### src/rtl/vic_pkg.sv
package vic_pkg;
  localparam int NSRC  = 11;
  localparam int NSLOT = 9;
  localparam int SW    = 4;
  localparam int NEVT  = 7;

  localparam logic [SW-1:0] SRC_S1RX = 4'd0;
  localparam logic [SW-1:0] SRC_S1TX = 4'd1;
  localparam logic [SW-1:0] SRC_INT1 = 4'd2;
  localparam logic [SW-1:0] SRC_INT0 = 4'd3;
  localparam logic [SW-1:0] SRC_TIMX = 4'd4;
  localparam logic [SW-1:0] SRC_KEY  = 4'd5;
  localparam logic [SW-1:0] SRC_TIM1 = 4'd6;
  localparam logic [SW-1:0] SRC_TIM2 = 4'd7;
  localparam logic [SW-1:0] SRC_SIO2 = 4'd8;
  localparam logic [SW-1:0] SRC_CNTR = 4'd9;
  localparam logic [SW-1:0] SRC_ADC  = 4'd10;

  localparam logic [SW-1:0] SLOT_RST = 4'd0;
  localparam logic [SW-1:0] SLOT_BRK = 4'd8;

  // Source routed to a maskable slot, given the four select bits.
  function automatic logic [SW-1:0] slot_src(input int slot, input logic [3:0] sel);
    case (slot)
      1:       return SRC_S1RX;
      2:       return sel[0] ? SRC_INT1 : SRC_S1TX;
      3:       return SRC_INT0;
      4:       return sel[1] ? SRC_KEY : SRC_TIMX;
      5:       return SRC_TIM1;
      6:       return sel[2] ? SRC_SIO2 : SRC_TIM2;
      7:       return sel[3] ? SRC_ADC : SRC_CNTR;
      default: return SRC_S1RX;
    endcase
  endfunction
endpackage

### src/rtl/vic_edge_in.sv
module vic_edge_in #(
  parameter int NSYNC = 2,
  parameter int NCH   = 3,
  parameter int KEYW  = 4
) (
  input  logic            clk,
  input  logic            rst_n,
  input  logic [NCH-1:0]  pin_i,
  input  logic [NCH-1:0]  pol_i,
  input  logic [KEYW-1:0] key_i,
  output logic [NCH-1:0]  pin_evt_o,
  output logic            key_evt_o
);
  logic [NSYNC-1:0][NCH-1:0]  pin_sh;
  logic [NSYNC-1:0][KEYW-1:0] key_sh;
  logic [NCH-1:0] lvl, lvl_q;
  logic key_and, key_and_q;

  // Polarity folded in before the edge register: a toggle can look like an edge
  assign lvl     = pin_sh[NSYNC-1] ^ pol_i;
  assign key_and = &key_sh[NSYNC-1];

  always_ff @(posedge clk or negedge rst_n) begin
    if (!rst_n) begin
      pin_sh    <= '0;
      key_sh    <= '1;
      lvl_q     <= '0;
      key_and_q <= 1'b1;
    end else begin
      pin_sh    <= {pin_sh[NSYNC-2:0], pin_i};
      key_sh    <= {key_sh[NSYNC-2:0], key_i};
      lvl_q     <= lvl;
      key_and_q <= key_and;
    end
  end

  assign pin_evt_o = lvl & ~lvl_q;
  assign key_evt_o = key_and_q & ~key_and;

  for (genvar c = 0; c < NCH; c++) begin : g_chk
    p_edge_single_r9: assert property (@(posedge clk) disable iff (!rst_n)
      pin_evt_o[c] |=> !pin_evt_o[c]);
  end
  p_key_single_r10: assert property (@(posedge clk) disable iff (!rst_n)
    key_evt_o |=> !key_evt_o);
endmodule

### src/rtl/vic_req_bank.sv
module vic_req_bank
  import vic_pkg::*;
(
  input  logic            clk,
  input  logic            rst_n,
  input  logic [NSRC-1:0] set_i,
  input  logic            clr_wr_i,
  input  logic [NSRC-1:0] clr_mask_i,
  input  logic [NSRC-1:0] ack_clr_i,
  input  logic            en_wr_i,
  input  logic [NSRC-1:0] en_wdata_i,
  output logic [NSRC-1:0] req_o,
  output logic [NSRC-1:0] en_o
);
  logic [NSRC-1:0] req_q, req_d, en_q;

  for (genvar i = 0; i < NSRC; i++) begin : g_bit
    // A hardware event beats any clear in the same cycle
    assign req_d[i] = set_i[i] |
                      (req_q[i] & ~(clr_wr_i & clr_mask_i[i]) & ~ack_clr_i[i]);

    p_req_hw_only_r2: assert property (@(posedge clk) disable iff (!rst_n)
      $rose(req_q[i]) |-> $past(set_i[i]));
    p_set_wins_r2: assert property (@(posedge clk) disable iff (!rst_n)
      set_i[i] |=> req_q[i]);
  end

  always_ff @(posedge clk or negedge rst_n) begin
    if (!rst_n) begin
      req_q <= '0;
      en_q  <= '0;
    end else begin
      req_q <= req_d;
      if (en_wr_i) en_q <= en_wdata_i;
    end
  end

  assign req_o = req_q;
  assign en_o  = en_q;
endmodule

### src/rtl/vic_arbiter.sv
module vic_arbiter
  import vic_pkg::*;
#(
  parameter logic [15:0] VEC_TOP = 16'hFFFC
) (
  input  logic            clk,
  input  logic            rst_n,
  input  logic            rst_pend_i,
  input  logic            brk_pend_i,
  input  logic [NSRC-1:0] req_i,
  input  logic [NSRC-1:0] en_i,
  input  logic [3:0]      sel_i,
  input  logic            idis_i,
  output logic            any_o,
  output logic [SW-1:0]   slot_o,
  output logic [SW-1:0]   src_o,
  output logic [15:0]     vec_o
);
  logic [NSLOT-1:0] cand;

  assign cand[0]       = rst_pend_i;
  assign cand[NSLOT-1] = brk_pend_i;
  for (genvar k = 1; k < NSLOT-1; k++) begin : g_slot
    assign cand[k] = ~idis_i & req_i[slot_src(k, sel_i)] & en_i[slot_src(k, sel_i)];
  end

  // Lowest slot number wins
  always_comb begin
    any_o  = 1'b0;
    slot_o = '0;
    for (int k = NSLOT-1; k >= 0; k--) begin
      if (cand[k]) begin
        any_o  = 1'b1;
        slot_o = SW'(k);
      end
    end
  end

  assign src_o = slot_src(int'(slot_o), sel_i);
  assign vec_o = VEC_TOP - {11'd0, slot_o, 1'b0};

  p_win_is_cand_r4: assert property (@(posedge clk) disable iff (!rst_n)
    any_o |-> cand[slot_o]);
  p_mask_r3: assert property (@(posedge clk) disable iff (!rst_n)
    (any_o && slot_o != SLOT_RST && slot_o != SLOT_BRK) |-> !idis_i);
endmodule

### src/rtl/prio_vec_irq.sv
module prio_vec_irq
  import vic_pkg::*;
#(
  parameter int          KEYW    = 4,
  parameter int          NSYNC   = 2,
  parameter logic [15:0] VEC_TOP = 16'hFFFC
) (
  input  logic              clk,
  input  logic              rst_n,
  input  logic              ext_int0_i,
  input  logic              ext_int1_i,
  input  logic              ext_cntr_i,
  input  logic [KEYW-1:0]   key_port_i,
  input  logic [NEVT-1:0]   evt_i,
  input  logic              brk_i,
  input  logic              en_wr_i,
  input  logic [NSRC-1:0]   en_wdata_i,
  input  logic              clr_wr_i,
  input  logic [NSRC-1:0]   clr_mask_i,
  input  logic              esel_wr_i,
  input  logic [7:0]        esel_wdata_i,
  input  logic              idis_wr_i,
  input  logic              idis_wdata_i,
  input  logic              sample_i,
  input  logic              ack_i,
  output logic              take_o,
  output logic              vec_valid_o,
  output logic [15:0]       vec_o,
  output logic              idis_o,
  output logic [NSRC-1:0]   req_o,
  output logic [NSRC-1:0]   en_o
);
  localparam int NCH = 3;

  logic [2:0]      pol_q;
  logic [3:0]      sel_q;
  logic            esel_unused;
  logic [NCH-1:0]  pin_evt;
  logic            key_evt;
  logic [NSRC-1:0] set_vec, ack_clr, req_w, en_w;
  logic            rst_pend_q, brk_pend_q, idis_q;
  logic            busy_q, take_q;
  logic [15:0]     vec_q;
  logic [SW-1:0]   slot_q, src_q;
  logic            arb_any;
  logic [SW-1:0]   arb_slot, arb_src;
  logic [15:0]     arb_vec;
  logic            accept, do_ack;

  assign esel_unused = esel_wdata_i[3];

  vic_edge_in #(.NSYNC(NSYNC), .NCH(NCH), .KEYW(KEYW)) u_edge (
    .clk, .rst_n,
    .pin_i     ({ext_cntr_i, ext_int1_i, ext_int0_i}),
    .pol_i     (pol_q),
    .key_i     (key_port_i),
    .pin_evt_o (pin_evt),
    .key_evt_o (key_evt)
  );

  always_comb begin
    set_vec           = '0;
    set_vec[SRC_S1RX] = evt_i[0];
    set_vec[SRC_S1TX] = evt_i[1];
    set_vec[SRC_INT1] = pin_evt[1];
    set_vec[SRC_INT0] = pin_evt[0];
    set_vec[SRC_TIMX] = evt_i[2];
    set_vec[SRC_KEY]  = key_evt;
    set_vec[SRC_TIM1] = evt_i[3];
    set_vec[SRC_TIM2] = evt_i[4];
    set_vec[SRC_SIO2] = evt_i[5];
    set_vec[SRC_CNTR] = pin_evt[2];
    set_vec[SRC_ADC]  = evt_i[6];
  end

  assign do_ack  = ack_i & busy_q;
  assign accept  = sample_i & arb_any & ~busy_q;
  assign ack_clr = (do_ack && slot_q != SLOT_RST && slot_q != SLOT_BRK)
                   ? (NSRC'(1) << src_q) : '0;

  vic_req_bank u_bank (
    .clk, .rst_n,
    .set_i      (set_vec),
    .clr_wr_i   (clr_wr_i),
    .clr_mask_i (clr_mask_i),
    .ack_clr_i  (ack_clr),
    .en_wr_i    (en_wr_i),
    .en_wdata_i (en_wdata_i),
    .req_o      (req_w),
    .en_o       (en_w)
  );

  vic_arbiter #(.VEC_TOP(VEC_TOP)) u_arb (
    .clk, .rst_n,
    .rst_pend_i (rst_pend_q),
    .brk_pend_i (brk_pend_q),
    .req_i      (req_w),
    .en_i       (en_w),
    .sel_i      (sel_q),
    .idis_i     (idis_q),
    .any_o      (arb_any),
    .slot_o     (arb_slot),
    .src_o      (arb_src),
    .vec_o      (arb_vec)
  );

  always_ff @(posedge clk or negedge rst_n) begin
    if (!rst_n) begin
      pol_q      <= '0;
      sel_q      <= '0;
      rst_pend_q <= 1'b1;
      brk_pend_q <= 1'b0;
      idis_q     <= 1'b1;
      busy_q     <= 1'b0;
      take_q     <= 1'b0;
      vec_q      <= '0;
      slot_q     <= '0;
      src_q      <= '0;
    end else begin
      if (esel_wr_i) begin
        pol_q <= esel_wdata_i[2:0];
        sel_q <= esel_wdata_i[7:4];
      end
      if (do_ack && slot_q == SLOT_RST) rst_pend_q <= 1'b0;
      if (brk_i) brk_pend_q <= 1'b1;
      else if (do_ack && slot_q == SLOT_BRK) brk_pend_q <= 1'b0;
      if (do_ack) idis_q <= 1'b1;
      else if (idis_wr_i) idis_q <= idis_wdata_i;
      take_q <= accept;
      if (accept) begin
        busy_q <= 1'b1;
        vec_q  <= arb_vec;
        slot_q <= arb_slot;
        src_q  <= arb_src;
      end else if (do_ack) begin
        busy_q <= 1'b0;
      end
    end
  end

  assign take_o      = take_q;
  assign vec_valid_o = busy_q;
  assign vec_o       = vec_q;
  assign idis_o      = idis_q;
  assign req_o       = req_w;
  assign en_o        = en_w;

  p_take_one_r7: assert property (@(posedge clk) disable iff (!rst_n)
    take_o |=> !take_o);
  p_take_valid_r7: assert property (@(posedge clk) disable iff (!rst_n)
    take_o |-> vec_valid_o);
  p_vec_hold_r7: assert property (@(posedge clk) disable iff (!rst_n)
    (vec_valid_o && !ack_i) |=> (vec_valid_o && $stable(vec_o)));
  p_ack_idis_r8: assert property (@(posedge clk) disable iff (!rst_n)
    (vec_valid_o && ack_i) |=> (idis_o && !vec_valid_o));
endmodule

### config.mk
export PLATFORM = sky130hd
export DESIGN_NAME = prio_vec_irq
export DESIGN_NICKNAME = d
export VERILOG_FILES = /design/src/rtl/vic_pkg.sv /design/src/rtl/vic_edge_in.sv /design/src/rtl/vic_req_bank.sv /design/src/rtl/vic_arbiter.sv /design/src/rtl/prio_vec_irq.sv
export SDC_FILE = /design/constraint.sdc
export NUM_CORES = 1
export LEC_CHECK = 0
export ABC_AREA = 1
export ABC_CLOCK_PERIOD_IN_PS = 1900
export BUFFER_PORTS_ARGS = -buffer_cell sky130_fd_sc_hd__buf_2
export CELL_PAD_IN_SITES_DETAIL_PLACEMENT = 1
export CELL_PAD_IN_SITES_GLOBAL_PLACEMENT = 1
export CORE_AREA = 2 2 87 110
export DETAILED_ROUTE_END_ITERATION = 7
export DIE_AREA = 0 0 89 112
export PLACE_DENSITY_LB_ADDON = 0.1
export SETUP_SLACK_MARGIN = 0.02
export SYNTH_ARGS = -nofsm -noshare
export SYNTH_HDL_FRONTEND = slang
export SYNTH_SLANG_ARGS = --single-unit
### constraint.sdc
create_clock -name clk -period 1.9 [get_ports clk]
set_input_delay 0.38 -clock clk [delete_from_list [all_inputs] [get_ports clk]]
set_output_delay 0.38 -clock clk [all_outputs]
set_load 0.02 [all_outputs]
== Word-level counts from Yosys, hierarchy flattened ==
Index checks and enable logic that the tools add are counted.

* Output and inout port bits: 41
* Bits of input ports: 54
* Bits in registers: 76
* Logic and storage cells: 178

* Reductions and logical operators: 10
* Equal/unequal tests: 8
* Shift operators: 1
* Magnitude comparators: 4
* Bitwise operators: 90
* Multiplexer cells: 46
* Add/sub/neg operators: 1

{| class="wikitable"
|+ Operators by type and width
! kind !! number
|-
| AND 1 bit || 51
|-
| 2-to-1 mux 4 bit || 10
|-
| binary-select mux 1 bit (select 4 bit) || 8
|-
| NOT 1 bit || 25
|-
| 2-to-1 mux 1 bit || 24
|-
| one-hot mux 4 bit (6 select lines) || 1
|-
| equality test 4 x 3 -> 1 bit (second input constant) || 4
|-
| < comparator 4 x 5 -> 1 bit (second input constant) || 3
|-
| 2-to-1 mux 11 bit || 1
|-
| bitwise OR 1 bit || 11
|-
| << shifter 1 x 4 -> 11 bit (first input constant) || 1
|-
| equality test 4 x 2 -> 1 bit (second input constant) || 2
|-
| subtractor 3 x 6 -> 7 bit (first input constant) || 1
|-
| nonzero test 2 bit || 3
|-
| < comparator 2 x 5 -> 1 bit (second input constant) || 1
|-
| equality test 4 bit (second input constant) || 1
|-
| logical AND 1 bit || 4
|-
| logical NOT 4 bit || 1
|-
| 2-to-1 mux 2 bit || 2
|-
| != test 4 bit (second input constant) || 1
|-
| AND reduction 4 bit || 1
|-
| nonzero test 4 bit || 1
|-
| AND 3 bit || 1
|-
| NOT 3 bit || 1
|-
| bitwise XOR 3 bit || 1
|}

== Depth between registers and ports, before layout ==
Gate-level depths: netlist (run 1).

* Depth in word-level cells: 16
* Mapped depth: 18
* Mapped depth without buffers: 18

== Hierarchy ==
From an unflattened synthesis (run 1), not the netlist that was laid out.

* Cell total of the unflattened synthesis: 432
* Area, all modules: 3711.1 sq um

{| class="wikitable"
|+ By module, submodules not included
! module !! seq. area each (sq um) !! instances !! area an instance (sq um) !! cells each
|-
| prio_vec_irq || 903.4 || 1 || 1546.5 || 167
|-
| vic_req_bank || 550.5 || 1 || 963.4 || 113
|-
| vic_arbiter || 0.0 || 1 || 624.3 || 108
|-
| vic_edge_in || 461.7 || 1 || 576.8 || 44
|}

== Worst setup path before layout (run 1) ==
No wires, ideal clock.

* Kind: register -> register
* Start: register idis_q, in the netlist idis_o
* End: register src_q[0]
* Setup time: 0.116 ns
* Path buffers: 0
* Required time: 1.784 ns
* Cell stages (with the launch flop): 17
* Arrival: 1.848 ns
* Setup slack: -0.064 ns
* Path through: dfstp_2 inv_2 nand3_1 nand3_1 nand2_1 nand2_1 nand2_1 nand2_1 nand2_1 nand2_1 ha_1 nand3_1 nor2_1 nor2_1 nand3_1 nand2_1 nand2_1

* Longest elaborated chain between the ends: 13
* Elaborated cells on any way between the ends: 40
* Classes of those cells: eq/ne (6); mux (17); bitwise (17)

{| class="wikitable"
|+ RTL lines
! item !! RTL line !! RTL
|-
| from (decl) || prio_vec_irq.sv:41 || <nowiki>logic rst_pend_q, brk_pend_q, idis_q;</nowiki>
|-
| from (signal assigned) || prio_vec_irq.sv:128 || <nowiki>else if (idis_wr_i) idis_q <= idis_wdata_i;</nowiki>
|-
| NOT 1 bit * || vic_arbiter.sv:24 || <nowiki>assign cand[k] = ~idis_i & req_i[slot_src(k, sel_i)] & en_i[slot_src(k, sel_i)];</nowiki>
|-
| AND 1 bit (2 in series) || vic_arbiter.sv:24 ||
|-
| 2-to-1 mux 4 bit / 2-to-1 mux 1 bit (equally long branches) (8 in series) || vic_arbiter.sv:32 || <nowiki>if (cand[k]) begin</nowiki>
|-
| equality test 4 x 3 -> 1 bit, or another cell as far along || vic_pkg.sv:24 || <nowiki>case (slot)</nowiki>
|-
| one-hot mux 4 bit (6 select lines) / AND 1 bit (equally long branches) || vic_pkg.sv:24, prio_vec_irq.sv:77 ||
|-
| to (signal assigned) || prio_vec_irq.sv:134 || <nowiki>src_q <= arb_src;</nowiki>
|-
| to (decl) || prio_vec_irq.sv:44 || <nowiki>logic [SW-1:0] slot_q, src_q;</nowiki>
|}

Mark *: on every way between the ends. The rest lies on a longest branch, timed or not.
A chain may end at the register's enable or synchronous reset.

== Worst setup path in the final report (run 1) ==
* Start: register idis_q, in the netlist idis_o
* End: register src_q[1]

Same word-level chain as after synthesis.

==> results of run 1 <==
-- cells by family after synthesis --
group / after synthesis / synth area share, %
DFF: 65 / 55.5
xor gates and xnor gates: 1 / 0.296
AOI/OAI and AO/OA: 33 / 7.66
adders and majority gates: 4 / 1.69
other: 1 / 0.127
and+or+nand+nor: 135 / 21.7
buffers and inverters: 45 / 7.74
muxes: 14 / 5.33
-- power by group --
| group | switching, mW | internal, mW |
|---|---|---|
| logic | 0.756 | 0.514 |
| clock network | 0.633 | 1.19 |
| registers | 0.155 | 1.59 |
-- worst reg2reg max path: stages (launching register included) --
cell and delay (ns):
dfstp_2 0.56, inv_6 0.07, nand3_4 0.10, nand3_2 0.06, nand2_1 0.06, nand2_1 0.05, nand2_1 0.06, nand2_1 0.06
nand2_2 0.08, nand2_4 0.08, ha_4 0.18, nand3_2 0.08, nor2_1 0.04, nor2_1 0.12, nand3_1 0.10, nand2_1 0.06
nand2_1 0.05
-- placed cells by master (no fill, tap or decap), types with 4 or more instances in the layout --
master	synthesis	routed
nand2_4	2	4
nand4_1	9	9
nand2_2	3	4
dfrtp_1	54	54
o21ai_2	5	5
a31o_2	6	6
dfstp_2	11	11
nand2_1	74	72
inv_1	22	20
o21ai_0	12	10
nor2_1	16	14
clkbuf_16	0	9
nand3_2	2	8
mux2_2	14	14
buf_2	0	92
buf_4	11	31
inv_2	6	7
nand3_1	19	12
-- final timing paths --
path / from / to / slack [ns] / cells after the start
worst max-delay path: idis_o / src_q[1] / -0.001 / 16
worst min-delay path: rst_n / vec_valid_o / 0.06 / 2
worst max register to register: idis_o / src_q[1] / -0.001 / 16
worst min register to register: u_edge.pin_sh[2] / u_edge.pin_sh[5] / 0.35 / 0
max in group asynchronous: rst_n / u_edge.key_and_q / 1.50 / 2
min in group clk: key_port_i[3] / u_edge.key_sh[3] / 0.15 / 1
-- registers in the layout, summed over array words and instances, names as in the netlist --
name and flops:
take_o 1, vec_o 5, u_edge.lvl_q 3, u_bank.en_o 11
rst_pend_q 1, vec_valid_o 1, brk_pend_q 1, src_q 4
u_edge.key_sh 8, u_edge.pin_sh 6, sel_q 4, slot_q 4
pol_q 3, u_edge.key_and_q 1, idis_o 1, u_bank.req_o 11
-- metrics by stage --
stage	std cells	util, %	worst slack [ns]	power [mW]	instance area (sq um)
after detailed placement	527	41.2	-0.128	2.93	3700
after CTS	546	45.9	-0.0228	4.88	4130
after global routing	547	46.3	-0.190	5.13	4160
after global placement	527	41.2	-0.0846	2.91	3700
final	547	46.3	-0.000983	4.83	4160
after floorplan	298	-	0.0166	2.45	2970
-- repair_timing --
item | 4_1_cts | 5_1_grt
endpoints found under the setup margin | 6 | 13
gates resized for setup | 19 | 7
cloned | 0 | 1
buffers inserted | 3 | 0
pin swaps | 4 | 3
-- routing by layer --
layer | vias to the layer above | share of wire (%)
met5 | - | 0
met4 | 0 | 1.2
met3 | 6 | 3.4
met2 | 51 | 53
met1 | 1217 | 42
li1 | 1211 | -
-- cell type report --
| type | instances | area [sq um] |
|---|---|---|
| Clock buffer | 10 | 239 |
| Inverter | 29 | 114 |
| Sequential cell | 65 | 1640 |
| Timing Repair Buffer | 125 | 724 |
| Clock inverter | 6 | 90.1 |
| Multi-Input combinational cell | 189 | 1190 |
| Fill cell | 1093 | 4820 |
| Tap cell | 123 | 154 |
==> impl_metrics.tcl, run 1 <==
set metrics [dict create \
    nets 477 \
    ctsHoldBuffers 0 \
    antenna_found_initial 0 \
    synth_most_common_cell "nand2_1" \
    cts.reportedPaths.clkPinSlew_ns 0.06 \
    critPathMaxFanout 9 \
    clock.fmax_mhz 526 \
    cp_cell_sequence "inv_6 -> nand3_4 -> nand3_2 -> nand2_1 -> nand2_1 -> nand2_1 -> nand2_1 -> nand2_2 -> nand2_4 -> ha_4 -> nand3_2 -> nor2_1 -> nor2_1 -> nand3_1 -> nand2_1 -> nand2_1" \
    drv_cap 0 \
    diodes 0 \
    globalRouteMet1Util_pct 21.3 \
    cts_buffer_depth 2 \
    synth_warnings 0 \
    crit_required_ns 2.12 \
    place_congestion 0.810 \
    fin_crit_sh_pct 100 \
    startpoint_type "flop" \
    hold_ws_ns 0.0617 \
    port_buffers 92 \
    setup_viol 1 \
    critPathBufInv 1 \
    start_util_pct 32.9 \
    hold_class "in2async" \
    core_sq_um 8980 \
    grtUsageTotal_pct 17.1 \
    area_growth_pct 40.6 \
    arrival_ns 2.12 \
    crit_slowest_cell "dfstp_2" \
    dieHeight_microns 112 \
    yosys_most_used_dff "dfrtp_1" \
    worstSetupPathType "reg2reg" \
    yosys.area.top_type_share_pct 45.7 \
    yosys.area.top_type "dfrtp_1" \
    p_per_area_nw_per_um2 1160 \
    boundaryPins 95 \
    first_global_vias 2584 \
    ant_nets 0 \
    cp_slowest_stage_delay_ns 0.56 \
    crit_family "simple AND/OR/NAND/NOR gates" \
    cts_tree "done" \
    cts_root_buf "clkbuf_16" \
    rows 39 \
    ys_types 39 \
    die_x_microns 89 \
    drtIter0Drc 83 \
    timing.final.ws_setup_ns -0.000983 \
    routed_wl_mm 7.91 \
    detail_route.wl_per_cell_microns 14.5 \
    min_period_ns 1.90 \
    clock_sinks 65 \
    ys_seq_area_share_pct 55.5 \
    overflow 0 \
    cts_max_level 3 \
    crit_path_end_kind "flop" \
    rsz0062_at_grt "yes" \
    cp_common_cell "nand2_1" \
    synth_edf_count 0 \
    use_met3_pct 4.82 \
    grt_pass1_wl_mm 12.8 \
    use_met2_pct 28.8 \
    dp_hpwl_mm 5.84 \
    route.detailed.drc 0 \
    slew_violations 0 \
    synth_cells 298 \
    syn_area_per_cell_sq_um 9.92 \
    firstDrtPassIters 4 \
    ys_top_cells_by_count "nand2_1, dfrtp_1, inv_1" \
    clock_latency_ns 0.33 \
    status "complete, but fails checks" \
    drive_gt1_share_pct 51.2 \
    cts_buffers 9 \
    vias 2485 \
    synth_area_leaders "dfrtp_1, dfstp_2, nand2_1, mux2_2, nand3_1" \
    finalSetupTns_ns -0.000983 \
    avgViaCountPerCell 4.54 \
    violations "negative setup slack" \
    p_leak_nw 2.02 \
    syn_area_sq_um 2960 \
    ir_drop_v 0.000624 \
    dieArea_sq_um 9970 \
    synth-seq-cells 65 \
    fin_skew_ns 0.00701 \
    grt_max_degree 66 \
    async_flop_share_pct 100 \
    hold_violations 0 \
    synth_nets 356 \
    grt_busiest_layer "met2" \
]
Note: power is estimated with default switching activity, not from simulation.
==> inputs of run 2 (changes only) <==
- REMOVE_ABC_BUFFERS: default -> 1
==> run 2 against run 1 <==
Compared with the run above: worst hold slack worse by 0.029 ns; critical endpoint is now src_q[0]; wire length increased by 1.9%; the flow still finishes with violations (negative setup slack); critical path type unchanged; critical path depth down 2; largest cell class unchanged; design area is 3.4% higher.
==> impl_metrics.tcl, run 2 (synthesis results as in run 1) <==
set metrics [dict create \
    final_cell_mix "buf_2, nand2_1, dfrtp_1" \
    utilization_pct 47.9 \
    cp_cell_sequence "clkinv_4 -> buf_4 -> nand2_1 -> nand2_2 -> a21oi_2 -> nor2_4 -> inv_2 -> ha_2 -> nand4_1 -> nand2_1 -> inv_1 -> nand3_1 -> nand2_1 -> nand2_1" \
    cts_max_level 3 \
    rows 39 \
    dieArea_sq_um 9970 \
    p_per_area_nw_per_um2 1130 \
    hold_class "in2async" \
    startpoint_type "flop" \
    routed_wl_mm 8.06 \
    fin_crit_sh_pct 102 \
    clock_sinks 65 \
    crit_required_ns 2.17 \
    cts_tree "done" \
    ir_drop_v 0.000487 \
    p_leak_nw 2.06 \
    die_x_microns 89 \
    intPower_mw 3.29 \
    port_buffers 92 \
    vias 2528 \
    dieHeight_microns 112 \
    first_global_vias 2686 \
    cts_root_buf "clkbuf_16" \
    crit_path_end_kind "flop" \
    min_period_ns 1.94 \
    clock_latency_ns 0.33 \
    instances_no_fill 555 \
    final_common_cell "buf_2" \
    p_clk_share_pct 36.3 \
    area_growth_pct 45.3 \
    antenna_found_initial 0 \
    nets 485 \
    cts_buffers 9 \
    p_seq_share_pct 36.0 \
    hold_violations 0 \
    route.detailed.drc 0 \
    dpl.cell_count 530 \
    crit_slowest_cell "dfstp_2" \
    drtIter0Drc 58 \
    overflow 0 \
    diodes 0 \
    drv_cap 0 \
    cts_buffer_depth 2 \
    drive_gt1_share_pct 55.1 \
    arrival_ns 2.21 \
    cp_slowest_stage_delay_ns 0.56 \
    cp_common_cell "nand2_1" \
    rsz0062_at_grt "yes" \
    combPwrFrac_pct 27.7 \
    detail_route.wl_per_cell_microns 14.5 \
    core_sq_um 8980 \
    violations "negative setup slack" \
    place_congestion 0.759 \
    slew_violations 0 \
    status "complete, but fails checks" \
    start_util_pct 32.9 \
    avgViaCountPerCell 4.55 \
    critPathMaxFanout 8 \
    p_switching_mw 1.57 \
    timing.final.ws_setup_ns -0.0415 \
    firstDrtPassIters 4 \
    grt_max_degree 66 \
    setup_viol 6 \
    clock.fmax_mhz 515 \
    ctsHoldBuffers 0 \
    grt_pass1_wl_mm 12.9 \
    fin_total_pwr_mw 4.86 \
    cts.reportedPaths.clkPinSlew_ns 0.06 \
    ant_nets 0 \
    worstSetupPathType "reg2reg" \
    grtUsageTotal_pct 17.3 \
    sw_frac_of_total_pct 32.2 \
    fin_skew_ns 0.00494 \
    reg2reg_depth 14 \
    boundaryPins 95 \
    dp_hpwl_mm 5.79 \
]
## run 2: changes by cell type in the layout (fill, tap and decap cells not counted), moves of 2 or more
cell	change
buf_4	+6
inv_2	-2
inv_4	+2
nand2_1	-10
nand2_2	+10
nand3_2	-4
nand3_4	+3
nor2_1	-2
nor2_4	+3
o21ai_1	-2
o21ai_2	+2
## run 2: final cells by class
class | count | area, sq um
Fill cell | 1099 | 4680
Tap cell | 123 | 154
Inverter | 29 | 119
Multi-Input combinational cell | 190 | 1280
Sequential cell | 65 | 1640
Timing Repair Buffer | 132 | 781
Clock inverter | 7 | 93.8
Clock buffer | 9 | 225
## run 2: stage by stage
step / setup TNS, ns / hold slack [ns] / setup WS [ns] / instance area, sq um
3_5_place_dp: -0.756 / 0.336 / -0.189 / 3710
4_1_cts: 0 / 0.0726 / 0.0102 / 4120
2_1_floorplan: -0.134 / 0.0844 / -0.0671 / 2840
5_1_grt: -1.48 / 0.0762 / -0.181 / 4300
6_report: -0.138 / 0.0330 / -0.0415 / 4300
3_3_place_gp: -0.666 / 0.332 / -0.168 / 3710
## run 2: final timing paths
| kind | startpoint | end | slack (ns) |
|---|---|---|---|
| min in group clk | key_port_i[2] | u_edge.key_sh[2] | 0.14 |
| worst max register to register | idis_o | src_q[0] | -0.04 |
| worst max-delay path | idis_o | src_q[0] | -0.04 |
| worst min-delay path | rst_n | vec_valid_o | 0.03 |
| worst min register to register | u_edge.pin_sh[0] | u_edge.pin_sh[3] | 0.35 |
| max in group asynchronous | rst_n | u_edge.key_sh[5] | 1.51 |
## run 2: metal layers
metal,vias to the layer above,track usage [%],share of wire (%),routed length (microns)
met5,-,0,0,0
met4,0,8.26,2.2,179
met3,12,3.48,3.4,270
met2,45,30.3,55,4460
met1,1243,19.5,39,3150
li1,1228,-,-,-
## run 2: critical path: cells and delay by family (launching register included)
| family | cells | cell delay [ns] |
|---|---|---|
| AND/OR/NAND/NOR | 8 | 0.57 |
| flip-flops | 1 | 0.56 |
| buffers and inverters | 4 | 0.37 |
| AO/OA/AOI/OAI | 1 | 0.19 |
| adder cells (fa/ha/maj) | 1 | 0.19 |
## run 2: power groups by stage
stage	registers [mW]	logic, mW	clock network [mW]
floorplan	1.86	0.556	0
global placement	1.75	1.17	0
detailed placement	1.75	1.18	0
CTS	1.74	1.27	1.81
global route	1.77	1.50	1.87
finish	1.75	1.35	1.77
## run 2: timing repair
item | CTS | global route
buffers inserted | 1 | 6
pin swaps | 4 | 16
gates resized for setup | 23 | 31
cloned | 0 | 2
setup endpoints to repair | 7 | 13
==> inputs of run 3 (changes only) <==
- CELL_PAD_IN_SITES_DETAIL_PLACEMENT: 1 -> default
- CELL_PAD_IN_SITES_GLOBAL_PLACEMENT: 1 -> default
- CORE_AREA: 2 2 87 110 -> 2 2 75 95
- DIE_AREA: 0 0 89 112 -> 0 0 77 97
- PLACE_DENSITY: default -> 0.75
- PLACE_DENSITY_LB_ADDON: 0.1 -> default
==> run 3 against run 2 <==
Compared with the run above: the flow now finishes without violations; critical endpoint is now vec_o[5]; sequential share of layout area is 2.4 points higher; clock skew is 0.0015 ns higher; largest cell class unchanged; clock-buffer cell count stayed put.
==> impl_metrics.tcl, run 3 (synthesis results as in run 1) <==
set metrics [dict create \
    cts_buffers 9 \
    instances_no_fill 510 \
    route.detailed.drc 0 \
    final_cell_mix "buf_2, nand2_1, dfrtp_1" \
    port_buffers 92 \
    hold_class "in2async" \
    cts_buffer_depth 2 \
    cts_max_level 3 \
    firstDrtPassIters 4 \
    dieHeight_microns 97 \
    clock_latency_ns 0.34 \
    crit_path_end_kind "flop" \
    rsz0062_at_grt "yes" \
    core_sq_um 6520 \
    area_growth_pct 36.9 \
    r2r_start "idis_o" \
    status "completed" \
    drive_gt1_share_pct 52.2 \
    clock.fmax_mhz 529 \
    place_congestion 0.900 \
    grt_max_degree 66 \
    setup_viol 0 \
    grtUsageTotal_pct 18.9 \
    avgViaCountPerCell 4.88 \
    utilization_pct 62.0 \
    final_common_cell "buf_2" \
    place_area_sq_um 3640 \
    fillerInstances 593 \
    grt_pass1_wl_mm 11.0 \
    worstSetupPathType "reg2reg" \
    startpoint_type "flop" \
    p_per_area_nw_per_um2 1120 \
    nets 476 \
    finalSetupTns_ns 0 \
    diodes 0 \
    overflow 0 \
    clock_sinks 65 \
    crit_path_start "idis_o" \
    fin_total_pwr_mw 4.53 \
    crit_required_ns 2.12 \
    drv_cap 0 \
    start_util_pct 45.3 \
    timing.final.ws_setup_ns 0.00816 \
    dieArea_sq_um 7470 \
    cts_tree "done" \
    drtIter0Drc 106 \
    dp_hpwl_mm 5.06 \
    rows 33 \
    place_ws_ns -0.120 \
    routed_wl_mm 6.82 \
    antenna_found_initial 0 \
    p_leak_nw 1.98 \
    fin_crit_sh_pct 99.6 \
    fin_skew_ns 0.00640 \
    slew_violations 0 \
    critPathMaxFanout 11 \
    dpl.cell_count 491 \
    min_period_ns 1.89 \
    boundaryPins 95 \
    first_global_vias 2552 \
    final_area_sq_um 4050 \
    cts.reportedPaths.clkPinSlew_ns 0.07 \
    ir_drop_v 0.000745 \
    cts_root_buf "clkbuf_8" \
    hold_ws_ns 0.0394 \
    hold_violations 0 \
    ant_nets 0 \
    arrival_ns 2.12 \
    die_x_microns 77 \
    vias 2491 \
    detail_route.wl_per_cell_microns 13.4 \
]
## run 3: cell types whose count changed in the layout (fill, tap and decap cells not counted), sizes merged
cell,before,now
clkinv,4,2
nor3,4,3
clkinvlp,2,1
buf,132,124
bufinv,2,4
inv,28,29
## run 3: final timing paths
path	end	slack (ns)	depth (start not counted)
max in group asynchronous	rst_pend_q	1.54	2
hold / removal	u_bank.en_o[7]	0.04	2
hold reg to reg	u_edge.pin_sh[4]	0.35	0
setup reg to reg	vec_o[5]	0.008	11
setup / recovery	vec_o[5]	0.008	11
min in group clk	u_edge.key_sh[2]	0.14	1
## run 3: where the power goes
part | switching, mW | internal (mW)
Combinational | 0.742 | 0.513
Sequential | 0.155 | 1.59
Clock | 0.531 | 1.01
Total | 1.43 | 3.10
## run 3: final cells by class
cell class | instances | area [sq um] | area share, %
clock buffers | 9 | 124 | 3.06
clock inverters | 7 | 141 | 3.49
well taps | 87 | 109 | 2.69
inverters | 29 | 111 | 2.75
flip-flops and latches | 65 | 1640 | 40.5
repair buffers | 124 | 721 | 17.8
multi-input cells | 189 | 1200 | 29.7
## run 3: repair_timing
| item | in CTS | in global routing |
|---|---|---|
| gates cloned | 0 | 1 |
| setup endpoints to repair | 7 | 14 |
| gates resized for setup | 13 | 20 |
| setup buffers | 1 | 1 |
| pin swaps | 2 | 3 |
| hold buffers | 0 | 0 |
## run 3: routing by layer
metal  vias to the layer above  share of wire (%)  global-route usage (%)
met5                         -                  0                       0
met1                      1176                 38                    20.1
li1                       1212                  -                       -
met2                        82                 53                    33.0
met3                        21                5.0                    4.94
met4                         0                3.9                    12.0
## run 3: worst max-delay path, cell delays in order (launching register included)
cell and delay, ns:
dfstp_2 0.56, inv_4 0.07, nand3_2 0.08, buf_4 0.10
nand2_2 0.05, buf_4 0.13, inv_2 0.07, nand2_4 0.07
nor3_4 0.16, nor3_2 0.06, buf_6 0.14, or2_2 0.26
